===== src/rtl/pmu_pkg.sv =====
package pmu_pkg;
  localparam logic [5:0]  OFS_STS = 6'h00;
  localparam logic [5:0]  OFS_EN  = 6'h02;
  localparam logic [5:0]  OFS_CTL = 6'h04;
  localparam logic [5:0]  OFS_TMR = 6'h08;
  localparam int          SUSP_GO_BIT = 13;
  localparam logic [15:0] SCI_SRC_MASK = 16'h0521;
  localparam logic [7:0]  CMD_SCI_ON  = 8'hF1;
  localparam logic [7:0]  CMD_SCI_OFF = 8'hF0;
  localparam logic [2:0]  SUSP_OFF = 3'd0;
  localparam logic [2:0]  SUSP_RST = 3'd1;

  function automatic logic sci_level(logic [15:0] sts, logic [15:0] en);
    return |(sts & en & SCI_SRC_MASK);
  endfunction

  // top bit flips when all lower bits are ones and the counter advances
  function automatic logic top_flip(logic [31:0] low_ones, logic tick);
    return tick & low_ones[0];
  endfunction
endpackage


===== src/rtl/pmu_tmr.sv =====
module pmu_tmr #(
  parameter int TMR_W = 24
) (
  input  logic             clk,
  input  logic             rst_n,
  input  logic             tick_en,
  output logic [TMR_W-1:0] cnt,
  output logic             ovf_evt
);
  import pmu_pkg::*;
  localparam int LOW_W = TMR_W - 1;

  logic low_full;
  assign low_full = &cnt[LOW_W-1:0];
  assign ovf_evt  = top_flip({31'd0, low_full}, tick_en);

  always_ff @(posedge clk) begin
    if (!rst_n)       cnt <= '0;
    else if (tick_en) cnt <= cnt + 1'b1;
  end


  tmr_step_chk: assert property (@(posedge clk) disable iff (!rst_n)
    tick_en |=> cnt == TMR_W'($past(cnt) + 1'b1));

  tmr_hold_chk: assert property (@(posedge clk) disable iff (!rst_n)
    !tick_en |=> $stable(cnt));

  tmr_flip_chk: assert property (@(posedge clk) disable iff (!rst_n)
    ovf_evt |=> cnt[TMR_W-1] != $past(cnt[TMR_W-1]));
endmodule


===== src/rtl/pmu_apm.sv =====
module pmu_apm (
  input  logic       clk,
  input  logic       rst_n,
  input  logic       wr,
  input  logic       rd,
  input  logic       sel,
  input  logic [7:0] wdata,
  input  logic       smi_cfg_en,
  output logic [7:0] rdata,
  output logic       smi_req,
  output logic       sci_on,
  output logic       sci_off
);
  import pmu_pkg::*;
  logic [7:0] cmd_q, stat_q;
  logic       cmd_wr;

  assign cmd_wr  = wr && !sel;
  assign sci_on  = cmd_wr && (wdata == CMD_SCI_ON);
  assign sci_off = cmd_wr && (wdata == CMD_SCI_OFF);

  always_ff @(posedge clk) begin
    if (!rst_n) begin
      cmd_q   <= '0;
      stat_q  <= '0;
      rdata   <= '0;
      smi_req <= 1'b0;
    end else begin
      if (cmd_wr)        cmd_q  <= wdata;
      if (wr && sel)     stat_q <= wdata;
      if (rd)            rdata  <= sel ? stat_q : cmd_q;
      smi_req <= cmd_wr && smi_cfg_en;
    end
  end


  smi_src_chk: assert property (@(posedge clk) disable iff (!rst_n)
    smi_req |-> $past(wr) && !$past(sel) && $past(smi_cfg_en));

  cmd_keep_chk: assert property (@(posedge clk) disable iff (!rst_n)
    !cmd_wr |=> $stable(cmd_q));
endmodule


===== src/rtl/pmu_evt_ctrl.sv =====
module pmu_evt_ctrl #(
  parameter int TMR_W = 24
) (
  input  logic        clk,
  input  logic        rst_n,
  input  logic        pm_wr,
  input  logic        pm_rd,
  input  logic [5:0]  pm_addr,
  input  logic [15:0] pm_wdata,
  output logic [31:0] pm_rdata,
  input  logic        apm_wr,
  input  logic        apm_rd,
  input  logic        apm_sel,
  input  logic [7:0]  apm_wdata,
  output logic [7:0]  apm_rdata,
  input  logic        tick_en,
  input  logic        pwrbtn_evt,
  input  logic        smi_cfg_en,
  output logic        sci,
  output logic        smi_req,
  output logic        shutdown_req,
  output logic        reset_req
);
  import pmu_pkg::*;
  localparam int RD_W = 32;

  logic [TMR_W-1:0] tmr_cnt;
  logic             tmr_ovf;
  logic             sci_on, sci_off;
  logic [15:0]      sts_q, en_q, ctl_q;
  logic [15:0]      sts_set, sts_clr, sts_d, ctl_d;
  logic             wr_sts, wr_en, wr_ctl, susp_go, off_d, rst_d, btn_set;
  logic [2:0]       susp_typ;
  logic [RD_W-1:0]  rd_mux;

  pmu_tmr #(.TMR_W(TMR_W)) u_tmr (
    .clk(clk), .rst_n(rst_n), .tick_en(tick_en), .cnt(tmr_cnt), .ovf_evt(tmr_ovf)
  );

  pmu_apm u_apm (
    .clk(clk), .rst_n(rst_n), .wr(apm_wr), .rd(apm_rd), .sel(apm_sel),
    .wdata(apm_wdata), .smi_cfg_en(smi_cfg_en), .rdata(apm_rdata),
    .smi_req(smi_req), .sci_on(sci_on), .sci_off(sci_off)
  );

  assign wr_sts   = pm_wr && (pm_addr == OFS_STS);
  assign wr_en    = pm_wr && (pm_addr == OFS_EN);
  assign wr_ctl   = pm_wr && (pm_addr == OFS_CTL);
  assign susp_go  = wr_ctl && pm_wdata[SUSP_GO_BIT];
  assign susp_typ = pm_wdata[12:10];
  assign off_d    = susp_go && (susp_typ == SUSP_OFF);
  assign rst_d    = susp_go && (susp_typ == SUSP_RST);
  assign btn_set  = pwrbtn_evt && en_q[8];

  assign sts_set = {rst_d, 6'b0, (rst_d | btn_set), 7'b0, tmr_ovf};
  assign sts_clr = wr_sts ? pm_wdata : 16'h0000;
  assign sts_d   = (sts_q & ~sts_clr) | sts_set;

  always_comb begin
    ctl_d = ctl_q;
    if (wr_ctl) ctl_d = pm_wdata & ~(16'h1 << SUSP_GO_BIT);
    if (sci_on)       ctl_d[0] = 1'b1;
    else if (sci_off) ctl_d[0] = 1'b0;
  end

  always_comb begin
    case (pm_addr)
      OFS_STS: rd_mux = {16'h0, sts_q};
      OFS_EN:  rd_mux = {16'h0, en_q};
      OFS_CTL: rd_mux = {16'h0, ctl_q};
      OFS_TMR: rd_mux = RD_W'(tmr_cnt);
      default: rd_mux = '0;
    endcase
  end

  always_ff @(posedge clk) begin
    if (!rst_n) begin
      sts_q        <= '0;
      en_q         <= '0;
      ctl_q        <= '0;
      pm_rdata     <= '0;
      shutdown_req <= 1'b0;
      reset_req    <= 1'b0;
    end else begin
      sts_q        <= sts_d;
      ctl_q        <= ctl_d;
      if (wr_en) en_q <= pm_wdata;
      if (pm_rd) pm_rdata <= rd_mux;
      shutdown_req <= off_d;
      reset_req    <= rst_d;
    end
  end

  assign sci = sci_level(sts_q, en_q);


  ovf_flag_chk: assert property (@(posedge clk) disable iff (!rst_n)
    tmr_ovf |=> sts_q[0]);

  susp_bit_zero_chk: assert property (@(posedge clk) disable iff (!rst_n)
    !ctl_q[SUSP_GO_BIT]);

  rst_marks_chk: assert property (@(posedge clk) disable iff (!rst_n)
    reset_req |-> sts_q[15] && sts_q[8]);

  one_req_chk: assert property (@(posedge clk) disable iff (!rst_n)
    $onehot0({shutdown_req, reset_req}));

  btn_flag_chk: assert property (@(posedge clk) disable iff (!rst_n)
    (pwrbtn_evt && en_q[8]) |=> sts_q[8]);

  sci_on_chk: assert property (@(posedge clk) disable iff (!rst_n)
    sci_on |=> ctl_q[0]);
endmodule


===== config.mk =====
export PLATFORM = sky130hd
export DESIGN_NAME = pmu_evt_ctrl
export DESIGN_NICKNAME = d
export VERILOG_FILES = /design/src/rtl/pmu_pkg.sv /design/src/rtl/pmu_tmr.sv /design/src/rtl/pmu_apm.sv /design/src/rtl/pmu_evt_ctrl.sv
export SDC_FILE = /design/constraint.sdc
export NUM_CORES = 1
export LEC_CHECK = 0
export BUFFER_PORTS_ARGS = -buffer_cell sky130_fd_sc_hd__buf_2
export CORE_AREA = 3 3 100 102
export DETAILED_ROUTE_END_ITERATION = 7
export DIE_AREA = 0 0 103 105
export HOLD_SLACK_MARGIN = 0.03
export PLACE_DENSITY = 0.77
export SYNTH_ARGS = -nofsm -noshare
export SYNTH_HDL_FRONTEND = slang
export SYNTH_SLANG_ARGS = --single-unit

===== constraint.sdc =====
create_clock -name clk -period 2.7 [get_ports clk]
set_input_delay 0.54 -clock clk [delete_from_list [all_inputs] [get_ports clk]]
set_output_delay 0.54 -clock clk [all_outputs]
set_load 0.005 [all_outputs]

==> out/metrics.yaml, run 1 <==
run_status: "finished, final reports clean"
clock_tree.htree_level_count: 4
flow.area_growth_from_synthesis_pct: 20.4
floorplan.die.height_um: 105
num_vias: 4420
cts_root_buffer: "sky130_fd_sc_hd__clkbuf_8"
cts_inserted_buffers: 17
synthesis.instances: 570
start_util: 0.554
drive_gt1_frac: 0.198
worstHoldPathType: "input pin to flip-flop"
antennaDiodeCount: 0
cts_sinks: 122
detailedRoute.firstIterationViolations: 307
finalMaxSlewViolations: 0
layout.cells.most_common_list: "122 x sky130_fd_sc_hd__dfxtp_1, 84 x sky130_fd_sc_hd__nand2_1, 75 x sky130_fd_sc_hd__buf_2"
dieArea_um2: 10800
number_of_enable_type_register_cells_in_the_synthesized_netlist: 0
swShare: 0.218
switching_power_w: 0.000947
die_w_um: 103
setup_violations: 0
worstPathCellList: "ha_1 -> nand4_1 -> or4_1 -> or3_1 -> a21oi_1"
vias_per_cell: 5.79
aggregate_routed_wire_length_mm: 12.8
path_clk_slew_ps: 60
antenna_found_initial: 0
numPortBuffers: 75
max-vdd-ir-drop_uv: 386
achievable-frequency_mhz: 445
p_leak_nw: 2.63
dominantRegCellSynth: "sky130_fd_sc_hd__dfxtp_1"
core_area_um2: 9200
clock_latency_ps: 510
synth_top_cell_by_area: "sky130_fd_sc_hd__dfxtp_1"
largest_delay_share_family_worst_path: "simple AND/OR/NAND/NOR gates"
first_global_vias: 4288
final_net_count: 680
synth.yosys.seq_area_share: 0.479
yosysWarnings: 0
fin_ws_ps: 451
max-slew-margin-rel: 0.436
synth_top_area_share: 0.479
gr-usage-all-layers: 0.235
cts_resized: 0
critPathBufInv: 0
path_max_fanout: 10
clock_tree.buffer_depth: 2
drt_pre_antenna_iters: 5
final-seq-area_um2: 2440
critical_path_class: "flip-flop to flip-flop"
design.portCount: 84
multi_input_logic_area_um2: 2430
critPathLaunchType: "flip-flop"
netlist_top_cells_area: "sky130_fd_sc_hd__dfxtp_1 48%, sky130_fd_sc_hd__mux2i_1 11%, sky130_fd_sc_hd__nand2_1 6.2%, sky130_fd_sc_hd__a21oi_1 4.9%, sky130_fd_sc_hd__nor2_1 4.6%"
rsz_0062_raised_after_global_routing: "false"
mostFrequentLayoutCell: "sky130_fd_sc_hd__dfxtp_1"
sequential_cell_fraction_of_total_power: 0.424
finalCriticalPeriod_ps: 2250
drt-wirelength-per-cell_um: 16.8
yosys_register_bits: 122
globalplace.congestion: 0.864
drc_errors: 0
grt_remaining_overflow: 0
grt_first_pass_wirelength_mm: 20.4
finalHoldViolations: 0
dp.final_hpwl_mm: 8.53
cp_slowest_cell: "sky130_fd_sc_hd__or4_1"
intPower_w: 0.00340
row_count: 35
ant_nets: 0
max_stage_delay_ps: 710
cp-end-kind: "flip-flop"
pwr-share-clk: 0.530
post_synth_num_cell_types: 43
drv.max_cap_violation_count: 0
finalCritPeriodShare: 0.833
tritoncts_clock_tree: "done"
clock_skew_ps: 6.66
required_ps: 3130
sum_of_negative_setup_slack_ps: 0
total_power_density_per_cell_area_nw_per_um2: 708
dp_slack_ps: 433
synth_async_sr_flop_share: 0
syn-cell-area_um2: 5090
ctsHoldBuffers: 0
fillCellCount: 714
cts_setup_buffers: 0
post_synth.cell_area_avg_um2: 8.94
critical_path_arrival_ps: 2680
max_slew.worst_pin.slew_ps: 844
share_comb_of_total_power: 0.046
grt_max_degree: 46
-- area by class of cell --
| class | count | share of cell area |
|---|---|---|
| clock buffer | 21 | 0.0765 |
| clock inverter | 11 | 0.0233 |
| sequential | 122 | 0.398 |
| tap | 111 | 0.0226 |
| multi-input combinational | 406 | 0.397 |
| inverter | 3 | 0.00184 |
| timing repair buffer | 89 | 0.0804 |
-- cells in the mapped netlist, drive strengths merged (2+ instances only) --
| library cell | n |
|---|---|
| or4 | 3 |
| nand4 | 8 |
| nand2b | 4 |
| nand2 | 84 |
| and3 | 6 |
| nor4 | 4 |
| a211oi | 9 |
| nor2 | 62 |
| nor2b | 11 |
| o2bb2ai | 15 |
| nand3 | 20 |
| xnor2 | 8 |
| a21oi | 50 |
| clkbuf | 23 |
| dfxtp | 122 |
| inv | 2 |
| nor3 | 5 |
| mux2i | 58 |
| buf | 23 |
| xor2 | 4 |
| a22oi | 17 |
| or3 | 9 |
| o21ai | 10 |
| and4 | 2 |
-- layer usage --
layer,GRT usage,up-vias,part of all wire
met5,0,-,0
met4,0.0666,0,0.014
met3,0.0634,22,0.067
met2,0.389,183,0.48
met1,0.297,2100,0.44
li1,-,2115,-
-- state kept, by name (all words and copies together), names as in the netlist, 8 cells and up --
signal        flops
u_apm.stat_q      8
ctl_q            15
u_apm.cmd_q       8
sts_q            16
pm_rdata         24
u_tmr.cnt        24
en_q             16
u_apm.rdata       8
-- worst register-to-register path, cell delays in order (launching register included) --
cell and delay, ps:
sky130_fd_sc_hd__dfxtp_1 480, sky130_fd_sc_hd__ha_1 280, sky130_fd_sc_hd__nand4_1 110, sky130_fd_sc_hd__or4_1 710, sky130_fd_sc_hd__or3_1 420, sky130_fd_sc_hd__a21oi_1 180
-- final timing paths --
path / start / end / slack [ps] / cells after the start
setup / recovery: u_tmr.cnt[0] / u_tmr.cnt[20] / 450 / 5
setup reg to reg: u_tmr.cnt[0] / u_tmr.cnt[20] / 450 / 5
hold reg to reg: sts_q[3] / sts_q[3] / 440 / 2
hold / removal: pm_wdata[9] / sts_q[9] / 240 / 2
-- power groups by stage --
stage          combinational, W  sequential [W]  clock, W
5_1_grt                0.000219         0.00184   0.00239
4_1_cts                0.000199         0.00184   0.00232
3_3_place_gp           0.000190         0.00188         0
2_1_floorplan          0.000120         0.00188         0
6_report               0.000201         0.00184   0.00230
3_5_place_dp           0.000196         0.00188         0
-- logic make-up after synthesis --
group / after synthesis / share of synthesized area
AO/OA/AOI/OAI: 105 / 0.131
XOR/XNOR: 12 / 0.0206
adder cells (fa/ha/maj): 1 / 0.00246
buffers and inverters: 49 / 0.0479
flip-flops: 122 / 0.479
multiplexers: 58 / 0.114
other: 1 / 0.000736
AND/OR/NAND/NOR: 222 / 0.204
-- per-stage QoR --
step	util	cells	hold slack [ps]	power, W	instance area (µm²)
6_report	0.667	763	238	0.00434	6130
5_1_grt	0.667	763	232	0.00445	6130
4_1_cts	0.667	763	220	0.00437	6130
3_5_place_dp	0.600	731	425	0.00208	5520
3_3_place_gp	0.600	731	417	0.00207	5520
2_1_floorplan	-	577	411	0.00200	5120
Note: power is estimated with default switching activity, not from simulation.
==> run 2: changes to the inputs <==
--- a/config.mk
+++ b/config.mk
@@ -6,11 +6,11 @@
 export NUM_CORES = 1
 export LEC_CHECK = 0
 export BUFFER_PORTS_ARGS = -buffer_cell sky130_fd_sc_hd__buf_2
-export CORE_AREA = 3 3 100 102
+export CORE_AREA = 3 3 105 107
 export DETAILED_ROUTE_END_ITERATION = 7
-export DIE_AREA = 0 0 103 105
+export DIE_AREA = 0 0 108 110
 export HOLD_SLACK_MARGIN = 0.03
-export PLACE_DENSITY = 0.77
+export PLACE_DENSITY = 0.73
 export SYNTH_ARGS = -nofsm -noshare
 export SYNTH_HDL_FRONTEND = slang
 export SYNTH_SLANG_ARGS = --single-unit
==> constraint.sdc (replaced) <==
create_clock -name clk -period 1.97 [get_ports clk]
set_input_delay 0.394 -clock clk [delete_from_list [all_inputs] [get_ports clk]]
set_output_delay 0.394 -clock clk [all_outputs]
set_load 0.005 [all_outputs]
==> run 2 against run 1 <==
  * Via count up 1.1%
  * Setup slack worse by 300 ps
  * Flip-flop and latch count unchanged
  * Combinational power up 42%
  * Clock power up 34%
  * Critical path type unchanged
  * Critical endpoint is now u_tmr.cnt[22]
  * Largest power group unchanged
==> out/metrics.yaml, run 2 (synthesis gave the netlist of run 1 again) <==
r2r_start: "u_tmr.cnt[0]"
finalMaxSlewViolations: 0
finalHoldViolations: 0
ant_nets: 0
total_power_density_per_cell_area_nw_per_um2: 937
layout.cells.most_common_list: "122 x sky130_fd_sc_hd__dfxtp_1, 84 x sky130_fd_sc_hd__nand2_1, 75 x sky130_fd_sc_hd__buf_2"
intPower_w: 0.00464
gr-usage-all-layers: 0.224
required_ps: 2410
worstHoldPathType: "input pin to flip-flop"
p_leak_nw: 2.71
antenna_found_initial: 0
crit_end: "u_tmr.cnt[22]"
row_count: 37
final_cell_area_um2: 6280
design.portCount: 84
largest_registers: "pm_rdata (24), u_tmr.cnt (24)"
swShare: 0.211
fin_cells: 804
cts_root_buffer: "sky130_fd_sc_hd__clkbuf_8"
ff2ff_path_depth: 5
sum_of_negative_setup_slack_ps: 0
drv.max_cap_violation_count: 0
first_global_vias: 4332
num_vias: 4467
dp.final_hpwl_mm: 8.58
setup_violations: 0
numPortBuffers: 75
drc_errors: 0
achievable-frequency_mhz: 550
max-vdd-ir-drop_uv: 668
path_clk_slew_ps: 60
start_util: 0.498
mostFrequentLayoutCell: "sky130_fd_sc_hd__dfxtp_1"
flow.area_growth_from_synthesis_pct: 23.3
critical_path_arrival_ps: 2250
globalplace.congestion: 0.806
antennaDiodeCount: 0
cp-end-kind: "flip-flop"
finalCriticalPeriod_ps: 1820
detailedRoute.firstIterationViolations: 322
clock_latency_ps: 510
die_w_um: 108
grt_first_pass_wirelength_mm: 20.9
sequential_cell_fraction_of_total_power: 0.428
fillCellCount: 857
clock_skew_ps: 9.36
final_net_count: 697
vias_per_cell: 5.56
dieArea_um2: 11900
pwr-share-clk: 0.524
floorplan.die.height_um: 110
ctsHoldBuffers: 0
critical_path_class: "flip-flop to flip-flop"
critPathLaunchType: "flip-flop"
cts_sinks: 122
placed_cell_area_um2: 5690
core_area_um2: 10200
place_inst: 773
path_max_fanout: 10
tritoncts_clock_tree: "done"
crit_start: "u_tmr.cnt[0]"
share_comb_of_total_power: 0.049
aggregate_routed_wire_length_mm: 12.9
clock_tree.buffer_depth: 2
clock_tree.htree_level_count: 4
drive_gt1_frac: 0.213
drt_pre_antenna_iters: 5
drt-wirelength-per-cell_um: 16.0
grt_remaining_overflow: 0
cts_setup_buffers: 0
finalCritPeriodShare: 0.922
regToRegEndpoint: "u_tmr.cnt[22]"
regToRegSetupSlack_ps: 150
grt_max_degree: 87
switching_power_w: 0.00124
rsz_0062_raised_after_global_routing: "false"
run_status: "finished, final reports clean"
finalCoreUtilization: 0.614
cts_inserted_buffers: 17
-- run 2: cell count changes in the layout (fill, tap and decap cells not counted) --
cell,before,now
sky130_fd_sc_hd__bufinv_16,3,4
sky130_fd_sc_hd__or4_1,3,1
sky130_fd_sc_hd__buf_4,13,29
sky130_fd_sc_hd__clkinv_4,2,0
sky130_fd_sc_hd__or4_4,0,2
sky130_fd_sc_hd__buf_12,1,2
sky130_fd_sc_hd__clkbuf_1,0,5
sky130_fd_sc_hd__clkbuf_8,5,1
sky130_fd_sc_hd__clkinvlp_4,2,1
-- run 2: how the worst min path moves through the flow --
stage / from / to / slack, ps / depth (start not counted)
after floorplan: sts_q[11] / sts_q[11] / 410 / 2
after global placement: sts_q[6] / sts_q[6] / 420 / 2
after detailed placement: sts_q[6] / sts_q[6] / 420 / 2
after CTS: pm_wdata[7] / sts_q[7] / 70 / 2
after global routing: pm_wdata[2] / sts_q[2] / 80 / 2
final: pm_wdata[6] / sts_q[6] / 90 / 2
-- run 2: repair_timing --
item                                    CTS  global route
resized for setup                         0             2
hold endpoints to repair                  0             0
endpoints found under the setup margin    0             6
-- run 2: layer usage --
metal / up-vias / GRT usage / part of all wire
met5: - / 0 / 0
met4: 0 / 0.0884 / 0.014
met3: 19 / 0.0646 / 0.066
met2: 182 / 0.381 / 0.49
met1: 2115 / 0.268 / 0.43
li1: 2151 / - / -
-- run 2: critical path: stages, from the launching register on --
cell	delay, ps
sky130_fd_sc_hd__dfxtp_1	340
sky130_fd_sc_hd__ha_1	170
sky130_fd_sc_hd__nand4_1	90
sky130_fd_sc_hd__or4_4	600
sky130_fd_sc_hd__or3_1	380
sky130_fd_sc_hd__a21oi_1	150
-- run 2: through the flow --
step                      hold WS, ps  total power, W  setup slack [ps]
after global placement            418         0.00284              90.9
final                            87.7         0.00589               153
after global routing             80.2         0.00606              28.7
after detailed placement          422         0.00285              79.6
after CTS                        67.8         0.00592              40.7
after floorplan                   411         0.00274              80.4
-- run 2: final cells by class --
type                    instances  area (µm²)  area share
flip-flops and latches        122        2440       0.389
multi-input cells             406        2440       0.389
repair buffers                106         633       0.101
clock buffers                  22         433      0.0689
well taps                     136         170      0.0271
clock inverters                 9         148      0.0235
inverters                       3        11.3     0.00179
-- run 2: power by group through the flow --
stage | Clock [W] | Sequential (W) | Combinational (W)
after floorplan | 0 | 0.00257 | 0.000165
after global placement | 0 | 0.00257 | 0.000275
after detailed placement | 0 | 0.00257 | 0.000282
after CTS | 0.00312 | 0.00252 | 0.000285
after global routing | 0.00323 | 0.00252 | 0.000314
final | 0.00308 | 0.00252 | 0.000286
==> run 3: changes to the inputs <==
--- a/config.mk
+++ b/config.mk
@@ -6,11 +6,12 @@
 export NUM_CORES = 1
 export LEC_CHECK = 0
 export BUFFER_PORTS_ARGS = -buffer_cell sky130_fd_sc_hd__buf_2
-export CORE_AREA = 3 3 105 107
+export CORE_AREA = 3 3 100 102
 export DETAILED_ROUTE_END_ITERATION = 7
-export DIE_AREA = 0 0 108 110
+export DIE_AREA = 0 0 103 105
 export HOLD_SLACK_MARGIN = 0.03
-export PLACE_DENSITY = 0.73
+export PLACE_DENSITY = 0.77
 export SYNTH_ARGS = -nofsm -noshare
 export SYNTH_HDL_FRONTEND = slang
 export SYNTH_SLANG_ARGS = --single-unit
+export TNS_END_PERCENT = 1
==> constraint.sdc (replaced) <==
create_clock -name clk -period 1.75 [get_ports clk]
set_input_delay 0.35 -clock clk [delete_from_list [all_inputs] [get_ports clk]]
set_output_delay 0.35 -clock clk [all_outputs]
set_load 0.005 [all_outputs]
==> run 3 against run 2 <==
  * Worst hold slack worse by 29 ps
  * Design area rose by 2.9%
  * Cell count fell by 0.25%
  * Sequential power grew 13%
  * Setup slack lost 71 ps
  * Register-to-register slack got worse by 70 ps
  * Routed wire length increased by 3.4%
  * Clock skew down 3.9 ps
  * Non-clock buffer count rose by 22
  * Critical path depth is the same
==> out/metrics.yaml, run 3 (synthesis gave the netlist of run 1 again) <==
layout.cells.most_common_list: "119 x sky130_fd_sc_hd__dfxtp_1, 84 x sky130_fd_sc_hd__nand2_1, 75 x sky130_fd_sc_hd__buf_2"
path_clk_slew_ps: 60
fin_ws_ps: 82.6
cp-end-kind: "flip-flop"
rsz_0062_raised_after_global_routing: "true"
finalHoldViolations: 0
row_count: 35
drive_gt1_frac: 0.250
cts_sinks: 122
numPortBuffers: 75
setup_violations: 0
largest_registers: "pm_rdata (24), u_tmr.cnt (24)"
run_status: "finished, final reports clean"
cp_slowest_cell: "sky130_fd_sc_hd__or4_4"
clock_skew_ps: 5.42
clock_tree.buffer_depth: 2
total_power_density_per_cell_area_nw_per_um2: 1020
max_stage_delay_ps: 490
worstPathCellList: "ha_4 -> nand4_1 -> or4_4 -> or3_1 -> a21oi_1"
start_util: 0.554
gr-usage-all-layers: 0.252
dieArea_um2: 10800
dp_slack_ps: -148
num_vias: 4548
finalCriticalPeriod_ps: 1670
cts_root_buffer: "sky130_fd_sc_hd__clkbuf_8"
dp.final_hpwl_mm: 9.22
finalMaxSlewViolations: 0
aggregate_routed_wire_length_mm: 13.3
grt_first_pass_wirelength_mm: 21.7
ant_nets: 0
sum_of_negative_setup_slack_ps: 0
p_leak_nw: 2.81
max-vdd-ir-drop_uv: 584
final_net_count: 719
grt_max_degree: 36
die_w_um: 103
vias_per_cell: 5.67
core_area_um2: 9200
drt_pre_antenna_iters: 5
clock_latency_ps: 520
critPathLaunchType: "flip-flop"
floorplan.die.height_um: 105
globalplace.congestion: 0.869
drt-wirelength-per-cell_um: 16.6
flow.area_growth_from_synthesis_pct: 26.8
drc_errors: 0
drv.max_cap_violation_count: 0
antenna_found_initial: 0
max_slew.worst_pin.slew_ps: 1090
path_max_fanout: 10
clock_tree.htree_level_count: 4
finalCritPeriodShare: 0.953
antennaDiodeCount: 0
cts_inserted_buffers: 17
detailedRoute.firstIterationViolations: 296
mostFrequentLayoutCell: "sky130_fd_sc_hd__dfxtp_1"
design.portCount: 84
critical_path_class: "flip-flop to flip-flop"
required_ps: 2200
max-slew-margin-rel: 0.271
achievable-frequency_mhz: 600
tritoncts_clock_tree: "done"
grt_remaining_overflow: 0
first_global_vias: 4570
worstHoldPathType: "input pin to flip-flop"
critical_path_arrival_ps: 2120
==> run 3: cell count changes in the layout (fill, tap and decap cells not counted), sizes merged <==
cell / delta
clkinvlp: +2
dlygate4sd3: +4
clkbuf: -5
bufinv: -3
buf: +18
clkinv: -3
inv: +10
==> run 3: layer usage <==
metal / track usage / up-vias / routed length (µm)
li1: - / 2192 / -
met1: 0.313 / 2168 / 5720
met2: 0.414 / 165 / 6580
met3: 0.0641 / 23 / 794
met4: 0.0971 / 0 / 224
met5: 0 / - / 0
==> run 3: metrics by stage <==
step / power [W] / hold slack (ps) / cell area (µm²) / util / instances
floorplan: 0.00309 / 411 / 5150 / - / 577
global placement: 0.00323 / 419 / 5840 / 0.635 / 766
detailed placement: 0.00324 / 428 / 5840 / 0.635 / 766
CTS: 0.00658 / 31.7 / 6450 / 0.702 / 802
global route: 0.00675 / 56.9 / 6460 / 0.703 / 802
finish: 0.00656 / 58.5 / 6460 / 0.703 / 802
==> run 3: report_power, final <==
part           leakage [nW]  internal [W]  switching, W
clock network         0.274       0.00194       0.00143
logic                  1.55      0.000143      0.000211
registers             0.988       0.00281     0.0000247
==> run 3: repair_timing <==
action                                  CTS  global route
pin swaps                                 2             0
gates cloned                              0             0
hold buffers                              4             0
hold endpoints to repair                  4             0
endpoints found under the setup margin   11             3
setup buffers                             0             0
resized for setup                         2             3
==> run 3: final timing paths <==
path | startpoint | to | slack (ps) | cells after the start
hold reg to reg | sts_q[6] | sts_q[6] | 440 | 2
setup / recovery | u_tmr.cnt[0] | u_tmr.cnt[22] | 80 | 5
hold / removal | pm_wdata[14] | sts_q[14] | 60 | 2
setup reg to reg | u_tmr.cnt[0] | u_tmr.cnt[22] | 80 | 5
==> run 3: layout make-up <==
cell class | instances | area (µm²)
flip-flops and latches | 122 | 2450
inverters | 3 | 11.3
multi-input cells | 406 | 2470
repair buffers | 128 | 821
well taps | 111 | 139
fillers | 681 | 2730
clock buffers | 17 | 414
clock inverters | 15 | 156
==> run 3: critical path: cells and delay by family (launching register included) <==
family / cells / cell delay, ps
and+or+nand+nor: 3 / 940
DFF: 1 / 380
AOI/OAI and AO/OA: 1 / 150
adders and majority gates: 1 / 130
